[src/rtl/intc_pkg.sv]
package intc_pkg;
  localparam int unsigned REG_W  = 32;
  localparam int unsigned ADDR_W = 5;

  typedef enum logic [ADDR_W-1:0] {
    ADDR_CAUSE_LO = 5'h00,
    ADDR_CAUSE_HI = 5'h04,
    ADDR_MASK0_LO = 5'h08,
    ADDR_MASK0_HI = 5'h0C,
    ADDR_MASK1_LO = 5'h10,
    ADDR_GPP_CAUSE = 5'h14,
    ADDR_GPP_MASK = 5'h18
  } reg_addr_e;
endpackage

[src/rtl/intc_prio_find.sv]
module intc_prio_find #(
  parameter int unsigned W  = 32,
  localparam int unsigned IW = $clog2(W)
) (
  input  logic [W-1:0]  req_i,
  output logic          found_o,
  output logic [IW-1:0] idx_o
);
  // Scan downward so the lowest set bit is the last assignment.
  always_comb begin
    found_o = |req_i;
    idx_o   = '0;
    for (int i = W - 1; i >= 0; i--) begin
      if (req_i[i]) idx_o = IW'(i);
    end
  end
endmodule

[src/rtl/intc_regs.sv]
module intc_regs
  import intc_pkg::*;
#(
  parameter logic [REG_W-1:0] HI_MASK_RST = 32'h0F00_0000
) (
  input  logic              clk_i,
  input  logic              rst_ni,
  input  logic              we_i,
  input  logic [ADDR_W-1:0] addr_i,
  input  logic [REG_W-1:0]  wdata_i,
  input  logic [REG_W-1:0]  gpp_pin_i,
  output logic [REG_W-1:0]  mask0_lo_o,
  output logic [REG_W-1:0]  mask0_hi_o,
  output logic [REG_W-1:0]  mask1_lo_o,
  output logic [REG_W-1:0]  gpp_cause_o,
  output logic [REG_W-1:0]  gpp_mask_o
);
  logic [REG_W-1:0] mask0_lo_q, mask0_hi_q, mask1_lo_q, gpp_cause_q, gpp_mask_q;
  logic [REG_W-1:0] gpp_keep;
  logic             wr_gpp_cause;

  assign wr_gpp_cause = we_i && (addr_i == ADDR_GPP_CAUSE);
  assign gpp_keep     = wr_gpp_cause ? wdata_i : '1;

  always_ff @(posedge clk_i or negedge rst_ni) begin
    if (!rst_ni) begin
      mask0_lo_q  <= '0;
      mask0_hi_q  <= HI_MASK_RST;
      mask1_lo_q  <= '0;
      gpp_cause_q <= '0;
      gpp_mask_q  <= '0;
    end else begin
      if (we_i && addr_i == ADDR_MASK0_LO) mask0_lo_q <= wdata_i;
      if (we_i && addr_i == ADDR_MASK0_HI) mask0_hi_q <= wdata_i;
      if (we_i && addr_i == ADDR_MASK1_LO) mask1_lo_q <= wdata_i;
      if (we_i && addr_i == ADDR_GPP_MASK) gpp_mask_q <= wdata_i;
      // Write-zero-to-clear, then re-set by pins still at level.
      gpp_cause_q <= (gpp_cause_q & gpp_keep) | gpp_pin_i;
    end
  end

  assign mask0_lo_o  = mask0_lo_q;
  assign mask0_hi_o  = mask0_hi_q;
  assign mask1_lo_o  = mask1_lo_q;
  assign gpp_cause_o = gpp_cause_q;
  assign gpp_mask_o  = gpp_mask_q;

  AST_GPP_STICKY: assert property (@(posedge clk_i) disable iff (!rst_ni)
    !wr_gpp_cause |=> ((gpp_cause_q & $past(gpp_cause_q)) == $past(gpp_cause_q)));
  AST_GPP_LEVEL: assert property (@(posedge clk_i) disable iff (!rst_ni)
    (|gpp_pin_i) |=> ((gpp_cause_q & $past(gpp_pin_i)) == $past(gpp_pin_i)));
  AST_MASK_WRITE: assert property (@(posedge clk_i) disable iff (!rst_ni)
    (we_i && addr_i == ADDR_MASK0_HI) |=> (mask0_hi_q == $past(wdata_i)));
endmodule

[src/rtl/intc_resolve.sv]
module intc_resolve
  import intc_pkg::*;
#(
  parameter logic [REG_W-1:0] LO_ALLOW     = 32'h3DFF_FFFE,
  parameter logic [REG_W-1:0] HI_ALLOW     = 32'h1F00_03F7,
  parameter int unsigned      GPP_SUM_LSB  = 24,
  parameter int unsigned      GPP_GROUPS   = 4,
  localparam int unsigned     IW           = $clog2(REG_W),
  localparam int unsigned     VEC_W        = $clog2(3 * REG_W)
) (
  input  logic [REG_W-1:0] cause_lo_i,
  input  logic [REG_W-1:0] cause_hi_i,
  input  logic [REG_W-1:0] gpp_cause_i,
  input  logic [REG_W-1:0] mask_lo_i,
  input  logic [REG_W-1:0] mask_hi_i,
  input  logic [REG_W-1:0] gpp_mask_i,
  output logic             valid_o,
  output logic             spurious_o,
  output logic [VEC_W-1:0] vec_o
);
  localparam logic [IW-1:0] SUM_FIRST = IW'(GPP_SUM_LSB);
  localparam logic [IW-1:0] SUM_LAST  = IW'(GPP_SUM_LSB + GPP_GROUPS - 1);

  logic [REG_W-1:0] lo_req, hi_req, gp_req;
  logic             lo_f, hi_f, gp_f;
  logic [IW-1:0]    lo_idx, hi_idx, gp_idx;

  assign lo_req = cause_lo_i & LO_ALLOW & mask_lo_i;
  assign hi_req = cause_hi_i & HI_ALLOW & mask_hi_i;
  assign gp_req = gpp_cause_i & gpp_mask_i;

  intc_prio_find #(.W(REG_W)) u_find_lo (.req_i(lo_req), .found_o(lo_f), .idx_o(lo_idx));
  intc_prio_find #(.W(REG_W)) u_find_hi (.req_i(hi_req), .found_o(hi_f), .idx_o(hi_idx));
  intc_prio_find #(.W(REG_W)) u_find_gp (.req_i(gp_req), .found_o(gp_f), .idx_o(gp_idx));

  always_comb begin
    valid_o    = 1'b0;
    spurious_o = 1'b0;
    vec_o      = '0;
    if (lo_f) begin
      valid_o = 1'b1;
      vec_o   = VEC_W'(lo_idx);
    end else if (hi_f) begin
      if (hi_idx >= SUM_FIRST && hi_idx <= SUM_LAST) begin
        if (gp_f) begin
          valid_o = 1'b1;
          vec_o   = VEC_W'(2 * REG_W) + VEC_W'(gp_idx);
        end else begin
          spurious_o = 1'b1;
        end
      end else begin
        valid_o = 1'b1;
        vec_o   = VEC_W'(REG_W) + VEC_W'(hi_idx);
      end
    end
  end

  always_comb begin
    AST_FLAGS_EXCLUSIVE: assert (!(valid_o && spurious_o));
    AST_GPP_ONLY_VIA_SUMMARY: assert (!(valid_o && vec_o >= VEC_W'(2 * REG_W)) || (hi_f && !lo_f));
  end
endmodule

[src/rtl/cascade_intc.sv]
module cascade_intc
  import intc_pkg::*;
#(
  parameter logic [REG_W-1:0] LO_ALLOW     = 32'h3DFF_FFFE,
  parameter logic [REG_W-1:0] HI_ALLOW     = 32'h1F00_03F7,
  parameter logic [REG_W-1:0] HI_MASK_RST  = 32'h0F00_0000,
  parameter int unsigned      GPP_SUM_LSB  = 24,
  parameter int unsigned      GPP_GROUPS   = 4,
  parameter int unsigned      DOORBELL_BIT = 28,
  localparam int unsigned     GRP_W        = REG_W / GPP_GROUPS,
  localparam int unsigned     VEC_W        = $clog2(3 * REG_W)
) (
  input  logic              clk_i,
  input  logic              rst_ni,
  input  logic [REG_W-1:0]  src_lo_i,
  input  logic [REG_W-1:0]  src_hi_i,
  input  logic [REG_W-1:0]  gpp_pin_i,
  input  logic              reg_we_i,
  input  logic [ADDR_W-1:0] reg_addr_i,
  input  logic [REG_W-1:0]  reg_wdata_i,
  output logic [REG_W-1:0]  reg_rdata_o,
  output logic              cpu0_irq_o,
  output logic              cpu1_irq_o,
  output logic              vec_valid_o,
  output logic              vec_spurious_o,
  output logic [VEC_W-1:0]  vec_num_o
);
  logic [REG_W-1:0]      mask0_lo, mask0_hi, mask1_lo, gpp_cause, gpp_mask;
  logic [REG_W-1:0]      cause_hi;
  logic [GPP_GROUPS-1:0] gpp_sum;

  intc_regs #(.HI_MASK_RST(HI_MASK_RST)) u_regs (
    .clk_i      (clk_i),
    .rst_ni     (rst_ni),
    .we_i       (reg_we_i),
    .addr_i     (reg_addr_i),
    .wdata_i    (reg_wdata_i),
    .gpp_pin_i  (gpp_pin_i),
    .mask0_lo_o (mask0_lo),
    .mask0_hi_o (mask0_hi),
    .mask1_lo_o (mask1_lo),
    .gpp_cause_o(gpp_cause),
    .gpp_mask_o (gpp_mask)
  );

  for (genvar g = 0; g < GPP_GROUPS; g++) begin : g_sum
    assign gpp_sum[g] = |gpp_cause[g*GRP_W +: GRP_W];
  end

  always_comb begin
    cause_hi = src_hi_i;
    cause_hi[GPP_SUM_LSB +: GPP_GROUPS] = gpp_sum;
  end

  intc_resolve #(
    .LO_ALLOW   (LO_ALLOW),
    .HI_ALLOW   (HI_ALLOW),
    .GPP_SUM_LSB(GPP_SUM_LSB),
    .GPP_GROUPS (GPP_GROUPS)
  ) u_resolve (
    .cause_lo_i (src_lo_i),
    .cause_hi_i (cause_hi),
    .gpp_cause_i(gpp_cause),
    .mask_lo_i  (mask0_lo),
    .mask_hi_i  (mask0_hi),
    .gpp_mask_i (gpp_mask),
    .valid_o    (vec_valid_o),
    .spurious_o (vec_spurious_o),
    .vec_o      (vec_num_o)
  );

  assign cpu0_irq_o = vec_valid_o | vec_spurious_o;
  assign cpu1_irq_o = src_lo_i[DOORBELL_BIT] & mask1_lo[DOORBELL_BIT];

  always_comb begin
    case (reg_addr_i)
      ADDR_CAUSE_LO:  reg_rdata_o = src_lo_i;
      ADDR_CAUSE_HI:  reg_rdata_o = cause_hi;
      ADDR_MASK0_LO:  reg_rdata_o = mask0_lo;
      ADDR_MASK0_HI:  reg_rdata_o = mask0_hi;
      ADDR_MASK1_LO:  reg_rdata_o = mask1_lo;
      ADDR_GPP_CAUSE: reg_rdata_o = gpp_cause;
      ADDR_GPP_MASK:  reg_rdata_o = gpp_mask;
      default:        reg_rdata_o = '0;
    endcase
  end

  AST_CPU1_DOORBELL: assert property (@(posedge clk_i) disable iff (!rst_ni)
    cpu1_irq_o |-> src_lo_i[DOORBELL_BIT]);
  AST_LO_VEC_PENDING: assert property (@(posedge clk_i) disable iff (!rst_ni)
    (vec_valid_o && vec_num_o < VEC_W'(REG_W)) |-> src_lo_i[vec_num_o[$clog2(REG_W)-1:0]]);
  AST_SPURIOUS_SUMMARY: assert property (@(posedge clk_i) disable iff (!rst_ni)
    vec_spurious_o |-> (|gpp_sum) && ((gpp_cause & gpp_mask) == '0));
endmodule

[config.mk]
export PLATFORM = sky130hd
export DESIGN_NAME = cascade_intc
export DESIGN_NICKNAME = d
export VERILOG_FILES = /design/src/rtl/intc_pkg.sv /design/src/rtl/intc_prio_find.sv /design/src/rtl/intc_regs.sv /design/src/rtl/intc_resolve.sv /design/src/rtl/cascade_intc.sv
export SDC_FILE = /design/constraint.sdc
export NUM_CORES = 1
export LEC_CHECK = 0
export BUFFER_PORTS_ARGS = -buffer_cell sky130_fd_sc_hd__buf_2
export CAP_MARGIN = 10
export CORE_ASPECT_RATIO = 2
export CORE_MARGIN = 8
export CORE_UTILIZATION = 59
export DETAILED_ROUTE_END_ITERATION = 10
export PLACE_DENSITY = 0.83
export SLEW_MARGIN = 10
export SYNTH_ARGS = -nofsm -noshare
export SYNTH_HDL_FRONTEND = slang
export SYNTH_SLANG_ARGS = --single-unit
[constraint.sdc]
create_clock -name clk_i -period 6.9 [get_ports clk_i]
set_input_delay 2.07 -clock clk_i [delete_from_list [all_inputs] [get_ports clk_i]]
set_output_delay 2.07 -clock clk_i [all_outputs]
set_load 0.01 [all_outputs]
==> impl_metrics.sql, run 1 <==
INSERT INTO impl_metrics (metric_group, metric, value, unit) VALUES
('power', 'power.switching_fraction', '0.320', ''),
('outcome', 'run_status', 'finished, final reports clean', ''),
('timing', 'final-hold-violation-count', '0', ''),
('critical_path', 'worst_r2r_endpoint', 'u_regs.mask0_hi_o[1]$_DFFE_PN0P_', ''),
('place', 'hpwl', '20600', 'um'),
('clocking', 'cts_setup_buffers', '0', ''),
('timing', 'clock.fmax', '156', 'MHz'),
('clocking', 'cts_max_level', '4', ''),
('global_routing', 'grtUsageMet1', '0.330', ''),
('synthesis', 'synth.cells.most_frequent', '156 x dfrtp_1, 114 x mux2_1, 82 x a22oi_1', ''),
('timing', 'fin_skew', '0', 'ps'),
('clocking', 'clkSlewWorstSetupHoldPaths', '60', 'ps'),
('power', 'power_leakage', '4.60', 'nW'),
('clocking', 'tritoncts', 'yes', ''),
('floorplan', 'floorplan.initialDensity', '0.604', ''),
('power', 'clock_power_share', '0.355', ''),
('synthesis', 'netlist_top_cells_area', 'dfrtp_1 47%, mux2_1 15%, a22oi_1 7.3%', ''),
('floorplan', 'core_area', '13900', 'sq um'),
('timing', 'timing.final.crit_period', '6420', 'ps'),
('timing', 'tns', '0', 'ps'),
('detailed_routing', 'dr.pass1.iters', '6', ''),
('synthesis', 'postSynthAreaPerCell', '11.0', 'sq um'),
('clocking', 'worst_skew_pair.late_latency', '430', 'ps'),
('clocking', 'cts.sinks', '160', ''),
('synthesis', 'ys_warn_count', '0', ''),
('power', 'total_switching_power', '0.888', 'mW'),
('floorplan', 'num_rows', '61', ''),
('timing', 'finalSetupViolations', '0', ''),
('critical_path', 'library_cell_contributing_the_largest_single_delay_on_the_critical_path', 'a222oi_1', ''),
('global_routing', 'grt-ovfl-total', '0', ''),
('global_routing', 'use_met2', '0.545', ''),
('power', 'max_rail_drop_vdd', '0.223', 'mV'),
('global_routing', 'grt_use_total', '0.322', ''),
('final_layout', 'fin_nets', '1069', ''),
('power', 'power.combinational.fraction', '0.201', ''),
('flow_run', 'cap_viol_max_count', '0', ''),
('detailed_routing', 'wire_per_inst', '25.7', 'um'),
('critical_path', 'setup.worst_path.class', 'input port to output pin', ''),
('synthesis', 'synth.ff_latch_count', '160', ''),
('critical_path', 'end_kind', 'output pin', ''),
('synthesis', 'yosys_top_cell_area_share', '0.465', ''),
('clocking', 'cts_root_buffer', 'clkbuf_16', ''),
('place', 'place_congestion', '0.978', ''),
('synthesis', 'syn_inst', '763', ''),
('detailed_routing', 'vias_per_cell', '6.91', ''),
('floorplan', 'top_level_port_count', '179', ''),
('place', 'buffers_added_on_ports', '174', ''),
('global_routing', 'largest_net_degree_at_the_start_of_global_routing', '90', ''),
('timing', 'max_slew.worst_pin.slew', '934', 'ps'),
('critical_path', 'worstPathRequired', '4830', 'ps'),
('timing', 'timing.final.crit_share', '0.930', ''),
('clocking', 'hold_buffers', '0', ''),
('synthesis', 'synthesis.area', '8390', 'sq um'),
('detailed_routing', 'drt_wl_total', '29200', 'um'),
('min_path', 'hold_path.class', 'flop to flop', ''),
('clocking', 'cts.path.max_buffers', '2', ''),
('critical_path', 'rrSetupSlack', '6000', 'ps'),
('global_routing', 'grt_pass1_vias', '8363', ''),
('floorplan', 'die_y', '185', 'um'),
('min_path', 'min_delay_path_depth', '1', ''),
('critical_path', 'data_arrival_critical_path', '4350', 'ps'),
('timing', 'grt_setup_unrepaired', 'no', ''),
('synthesis', 'postSynth.topFlopCell', 'dfrtp_1', ''),
('clocking', 'cts_resized', '0', ''),
('timing', 'headroom_to_the_max_slew_limit', '0.376', ''),
('critical_path', 'rr_startpoint', 'u_regs.mask0_hi_o[1]$_DFFE_PN0P_', ''),
('synthesis', 'synth_sequential_area_ratio', '0.478', ''),
('floorplan', 'dieWidth', '100', 'um'),
('critical_path', 'timing.reg2reg.worst_path_depth', '1', ''),
('detailed_routing', 'iter_0_drt_violations', '805', ''),
('timing', 'worst_hold_slack', '493', 'ps');
state kept, by name, summed over array words and instances, names as in the netlist:
| name | cells |
|---|---|
| u_regs.mask0_lo_o | 32 |
| u_regs.gpp_mask_o | 32 |
| u_regs.mask1_lo_o | 32 |
| u_regs.gpp_cause_o | 32 |
| u_regs.mask0_hi_o | 32 |
critical path: cells and delay by family:
family	cells	cell delay [ps]
simple gates	5	1260
compound gates	2	700
buf+inv	2	310
final cells by class:
type | count | area, sq um
Antenna cell | 4 | 10.0
Clock buffer | 17 | 425
Clock inverter | 15 | 193
Fill cell | 1042 | 3760
Inverter | 6 | 22.5
Multi-Input combinational cell | 560 | 4240
Sequential cell | 160 | 4010
Tap cell | 189 | 236
Timing Repair Buffer | 188 | 995
metrics by stage:
| stage | power, mW | setup WS (ps) | utilization | std cells | instance area (sq um) |
|---|---|---|---|---|---|
| 4_1_cts | 2.77 | 501 | 0.728 | 1135 | 10100 |
| 6_report | 2.78 | 481 | 0.729 | 1139 | 10100 |
| 3_3_place_gp | 1.77 | 523 | 0.684 | 1103 | 9500 |
| 3_5_place_dp | 1.79 | 527 | 0.684 | 1103 | 9500 |
| 5_1_grt | 2.89 | 332 | 0.729 | 1139 | 10100 |
| 2_1_floorplan | 1.54 | 1130 | - | 763 | 8390 |
layer usage:
layer	routed length (um)	part of all wire
met5	0	0
met4	2050	0.070
met3	2450	0.084
met2	15200	0.52
met1	9520	0.33
cell usage in the layout, fill, tap and decap left out, drive strengths merged, types with 8 or more instances in the layout:
| cell | synthesis | routed |
|---|---|---|
| a21oi | 9 | 9 |
| a222oi | 32 | 32 |
| a22o | 8 | 8 |
| a22oi | 82 | 82 |
| a31oi | 11 | 11 |
| buf | 13 | 188 |
| clkbuf | 24 | 17 |
| dfrtp | 156 | 156 |
| inv | 6 | 15 |
| mux2 | 128 | 128 |
| nand2 | 80 | 80 |
| nand2b | 34 | 34 |
| nand3 | 46 | 46 |
| nand4 | 8 | 8 |
| nor2 | 10 | 10 |
| o21ai | 44 | 44 |
worst max path at each step:
stage	end	startpoint	cells after the start	slack, ps
3_3_place_gp	vec_valid_o	src_lo_i[3]	9	520
4_1_cts	vec_valid_o	src_lo_i[3]	9	500
5_1_grt	vec_num_o[0]	src_lo_i[3]	9	330
3_5_place_dp	vec_num_o[0]	src_lo_i[3]	9	530
6_report	vec_valid_o	src_lo_i[3]	9	480
2_1_floorplan	vec_num_o[0]	src_lo_i[19]	7	1130
power by group through the flow:
stage	Clock [mW]	Sequential, mW	Combinational [mW]
floorplan	0	1.19	0.352
global placement	0	1.23	0.538
detailed placement	0	1.24	0.550
CTS	0.990	1.23	0.554
global route	1.03	1.25	0.608
finish	0.984	1.23	0.559
cell families (layout without fill, tap and decap cells):
family / after synthesis / after routing / share of synthesized area
other cells: 0 / 4 / 0
flops: 160 / 160 / 0.478
mux: 129 / 129 / 0.173
compound gates: 227 / 227 / 0.206
simple gates: 204 / 204 / 0.124
buf+inv: 43 / 226 / 0.0197
Power figures use the tool's default switching activity.
==> run 2: changes to the inputs <==
--- a/config.mk
+++ b/config.mk
@@ -5,6 +5,7 @@
 export SDC_FILE = /design/constraint.sdc
 export NUM_CORES = 1
 export LEC_CHECK = 0
+export ABC_AREA = 1
 export BUFFER_PORTS_ARGS = -buffer_cell sky130_fd_sc_hd__buf_2
 export CAP_MARGIN = 10
 export CORE_ASPECT_RATIO = 2
==> run 2 against run 1 <==
Final cell count increased by 32%. Clock skew unchanged. Sequential power decreased by 4%. Cell area decreased by 0.20%.
==> impl_metrics.sql, run 2 <==
INSERT INTO impl_metrics (metric_group, metric, value, unit) VALUES
('clocking', 'cts_root_buffer', 'clkbuf_16', ''),
('timing', 'final_max_slew_viol_count', '0', ''),
('place', 'hpwl', '20000', 'um'),
('synthesis', 'ys_warn_count', '0', ''),
('floorplan', 'die_y', '185', 'um'),
('min_path', 'hold_path.class', 'flop to flop', ''),
('final_layout', 'n_antenna_cell', '0', ''),
('detailed_routing', 'route.met3.wl', '2220', 'um'),
('clocking', 'cts.path.max_buffers', '2', ''),
('clocking', 'cts_max_level', '4', ''),
('clocking', 'cts.sinks', '160', ''),
('global_routing', 'grt_use_total', '0.306', ''),
('place', 'postPlaceCellArea', '9520', 'sq um'),
('synthesis', 'synth.net_count', '1279', ''),
('detailed_routing', 'vias_per_cell', '5.75', ''),
('critical_path', 'critical_path.cell_chain', 'buf_2 > nand2_1 > nand2_1 > nor2_1 > inv_1 > nor3_1 > nand2_1 > nor2_1 > inv_1 > a21oi_1 > inv_1 > nor2_1 > o2111ai_1 > o211ai_1 > buf_2', ''),
('timing', 'fin_skew', '0', 'ps'),
('critical_path', 'cp_max_fo', '6', ''),
('clocking', 'cts_resized', '0', ''),
('global_routing', 'grt_pass1_vias', '8905', ''),
('timing', 'max_slew.worst_pin.slew', '1210', 'ps'),
('final_layout', 'layout.cells.most_common', 'nand2_1', ''),
('timing', 'headroom_to_the_max_slew_limit', '0.190', ''),
('floorplan', 'num_rows', '61', ''),
('place', 'buffers_added_on_ports', '174', ''),
('detailed_routing', 'route.met2.wl', '14300', 'um'),
('clocking', 'worst_skew_pair.late_latency', '420', 'ps'),
('detailed_routing', 'iter_0_drt_violations', '665', ''),
('floorplan', 'top_level_port_count', '179', ''),
('synthesis', 'synth_area_leader_cell', 'dfrtp_1', ''),
('detailed_routing', 'drt_wl_total', '27700', 'um'),
('power', 'finalPower', '2.70', 'mW'),
('synthesis', 'syn_inst', '1143', ''),
('final_layout', 'drive_gt1_frac', '0.184', ''),
('synthesis', 'share_of_flip_flops_with_an_asynchronous_set_or_reset_after_synthesis', '1.00', ''),
('timing', 'finalSetupViolations', '0', ''),
('min_path', 'min_delay_path_depth', '2', ''),
('min_path', 'hold_start', 'u_regs.mask1_lo_o[9]$_DFFE_PN0P_', ''),
('critical_path', 'rrSetupSlack', '6090', 'ps'),
('floorplan', 'dieWidth', '100', 'um'),
('power', 'max_rail_drop_vdd', '0.200', 'mV'),
('global_routing', 'grt-ovfl-total', '0', ''),
('synthesis', 'synth_sequential_area_ratio', '0.477', ''),
('timing', 'clock.fmax', '162', 'MHz'),
('synthesis', 'netlist_top_cells_area', 'dfrtp_1 46%, nand2_1 20%, o21ai_0 10%', ''),
('timing', 'tns', '0', 'ps'),
('clocking', 'tritoncts', 'yes', ''),
('clocking', 'clkSlewWorstSetupHoldPaths', '70', 'ps'),
('floorplan', 'die_area', '18500', 'sq um'),
('critical_path', 'crit_family', 'simple AND/OR/NAND/NOR gates', ''),
('synthesis', 'synth_edf_count', '0', ''),
('synthesis', 'synthesis.area', '8400', 'sq um'),
('detailed_routing', 'drc', '0', ''),
('power', 'power_leakage', '5.40', 'nW'),
('critical_path', 'timing.critical_path.from_type', 'input port', ''),
('timing', 'timing.final.crit_period', '6160', 'ps'),
('critical_path', 'library_cell_contributing_the_largest_single_delay_on_the_critical_path', 'nor3_1', ''),
('global_routing', 'largest_net_degree_at_the_start_of_global_routing', '65', ''),
('synthesis', 'postSynthAreaPerCell', '7.35', 'sq um'),
('min_path', 'worstHoldEndpoint', 'u_regs.mask1_lo_o[9]$_DFFE_PN0P_', ''),
('detailed_routing', 'wire_per_inst', '18.4', 'um'),
('final_layout', 'layout.cells.most_common_list', '433 x nand2_1, 173 x buf_2, 171 x o21ai_0', ''),
('critical_path', 'data_arrival_critical_path', '4090', 'ps'),
('final_layout', 'final_design_area_no_fill', '10100', 'sq um'),
('synthesis', 'postSynth.topFlopCell', 'dfrtp_1', ''),
('final_layout', 'area.growth.synth_to_final', '20.3', '%'),
('flow_run', 'cap_viol_max_count', '0', ''),
('clocking', 'hold_buffers', '0', ''),
('detailed_routing', 'dr.pass1.iters', '5', ''),
('synthesis', 'synth.cells.most_frequent', '437 x nand2_1, 171 x o21ai_0, 156 x dfrtp_1', ''),
('global_routing', 'grt_antenna_before_repair', '1', ''),
('critical_path', 'crit_path_buf_inv_count', '5', ''),
('detailed_routing', 'routed-via-count', '8679', ''),
('critical_path', 'setup.worst_path.class', 'input port to output pin', ''),
('critical_path', 'critPathMaxStageDelay', '270', 'ps'),
('final_layout', 'fin_nets', '1444', ''),
('clocking', 'clock_buffers_created_by_tritoncts', '17', ''),
('timing', 'grt_setup_unrepaired', 'no', ''),
('clocking', 'cts_setup_buffers', '0', ''),
('place', 'place_congestion', '0.965', ''),
('synthesis', 'yosys_top_cell_area_share', '0.465', ''),
('critical_path', 'timing.reg2reg.worst_path_depth', '2', ''),
('synthesis', 'synth.ff_latch_count', '160', ''),
('critical_path', 'worst_r2r_endpoint', 'u_regs.mask0_lo_o[27]$_DFFE_PN0P_', ''),
('detailed_routing', 'wl_met1', '9980', 'um'),
('critical_path', 'worstPathRequired', '4830', 'ps'),
('detailed_routing', 'postRouteAntennaNets', '0', ''),
('detailed_routing', 'topRoutingLayerUsed', 'met5', ''),
('timing', 'timing.final.crit_share', '0.892', ''),
('synthesis', 'yosysUniqueCellTypes', '29', ''),
('timing', 'final-hold-violation-count', '0', ''),
('power', 'power_per_cell_area', '267', 'nW/um^2'),
('critical_path', 'rr_startpoint', 'u_regs.mask0_lo_o[27]$_DFFE_PN0P_', ''),
('outcome', 'run_status', 'finished, final reports clean', ''),
('critical_path', 'end_kind', 'output pin', ''),
('floorplan', 'core_area', '13900', 'sq um'),
('synthesis', 'synth_most_common_cell', 'nand2_1', ''),
('floorplan', 'floorplan.initialDensity', '0.605', ''),
('global_routing', 'first_pass_grt_wire_length', '43600', 'um');
[run 2: changes by cell type in the layout (fill, tap and decap cells not counted), moves of 10 or more]
cell | before | now
nand4_1 | 7 | 37
inv_1 | 6 | 96
nand2_1 | 78 | 433
nor2_1 | 5 | 78
mux2_1 | 114 | 0
o21bai_1 | 1 | 30
a221oi_1 | 5 | 31
a22oi_1 | 82 | 0
nand2b_1 | 34 | 0
mux2_2 | 14 | 0
o21ai_1 | 10 | 0
o21ai_0 | 32 | 171
nand3_1 | 44 | 6
a222oi_1 | 32 | 0
[run 2: worst max path at each step]
stage                           start      endpoint  slack (ps)  cells past startpoint
final                     src_hi_i[7]  vec_num_o[1]         740                     15
after global routing      src_hi_i[7]  vec_num_o[0]         560                     17
after CTS                 src_hi_i[7]  vec_num_o[1]         800                     15
after detailed placement  src_hi_i[7]  vec_num_o[1]         810                     15
after global placement    src_hi_i[7]  vec_num_o[0]         800                     17
after floorplan           src_hi_i[7]  vec_num_o[1]        1230                     13
[run 2: cells by family (layout without fill, tap and decap cells)]
family	Yosys count	count (layout)	share of synthesized area
DFF	160	160	0.477
and+or+nand+nor	575	575	0.272
buffers and inverters	145	322	0.0648
AOI/OAI and AO/OA	263	263	0.186
[run 2: per-stage QoR]
stage          worst slack, ps   util  std cells  hold WS, ps
4_1_cts                    798  0.728       1509          488
3_3_place_gp               803  0.685       1478          465
2_1_floorplan             1230      -       1143          453
6_report                   742  0.728       1509          489
5_1_grt                    561  0.728       1509          503
3_5_place_dp               808  0.685       1478          473
[run 2: power by group]
group	internal [mW]	total (mW)	switching, mW
clock	0.551	0.936	0.385
combinational	0.211	0.576	0.365
sequential	1.08	1.18	0.100
total	1.85	2.70	0.850
[run 2: layout make-up]
type                    instances  area, sq um
clock buffers                  19          453
clock inverters                12          136
fillers                      1173         3780
inverters                      97          364
multi-input cells             838         3880
flip-flops and latches        160         4010
well taps                     189          236
repair buffers                194         1030
[run 2: per-layer routing]
metal,global-route usage,vias to the layer above
met2,0.539,446
met1,0.325,4044
met3,0.0673,82
met5,0,-
met4,0.178,2
li1,-,4105
[run 2: worst min-delay path: stages (launching register included)]
cell     delay, ps
dfrtp_1        340
nand2_1         50
o21ai_0         60
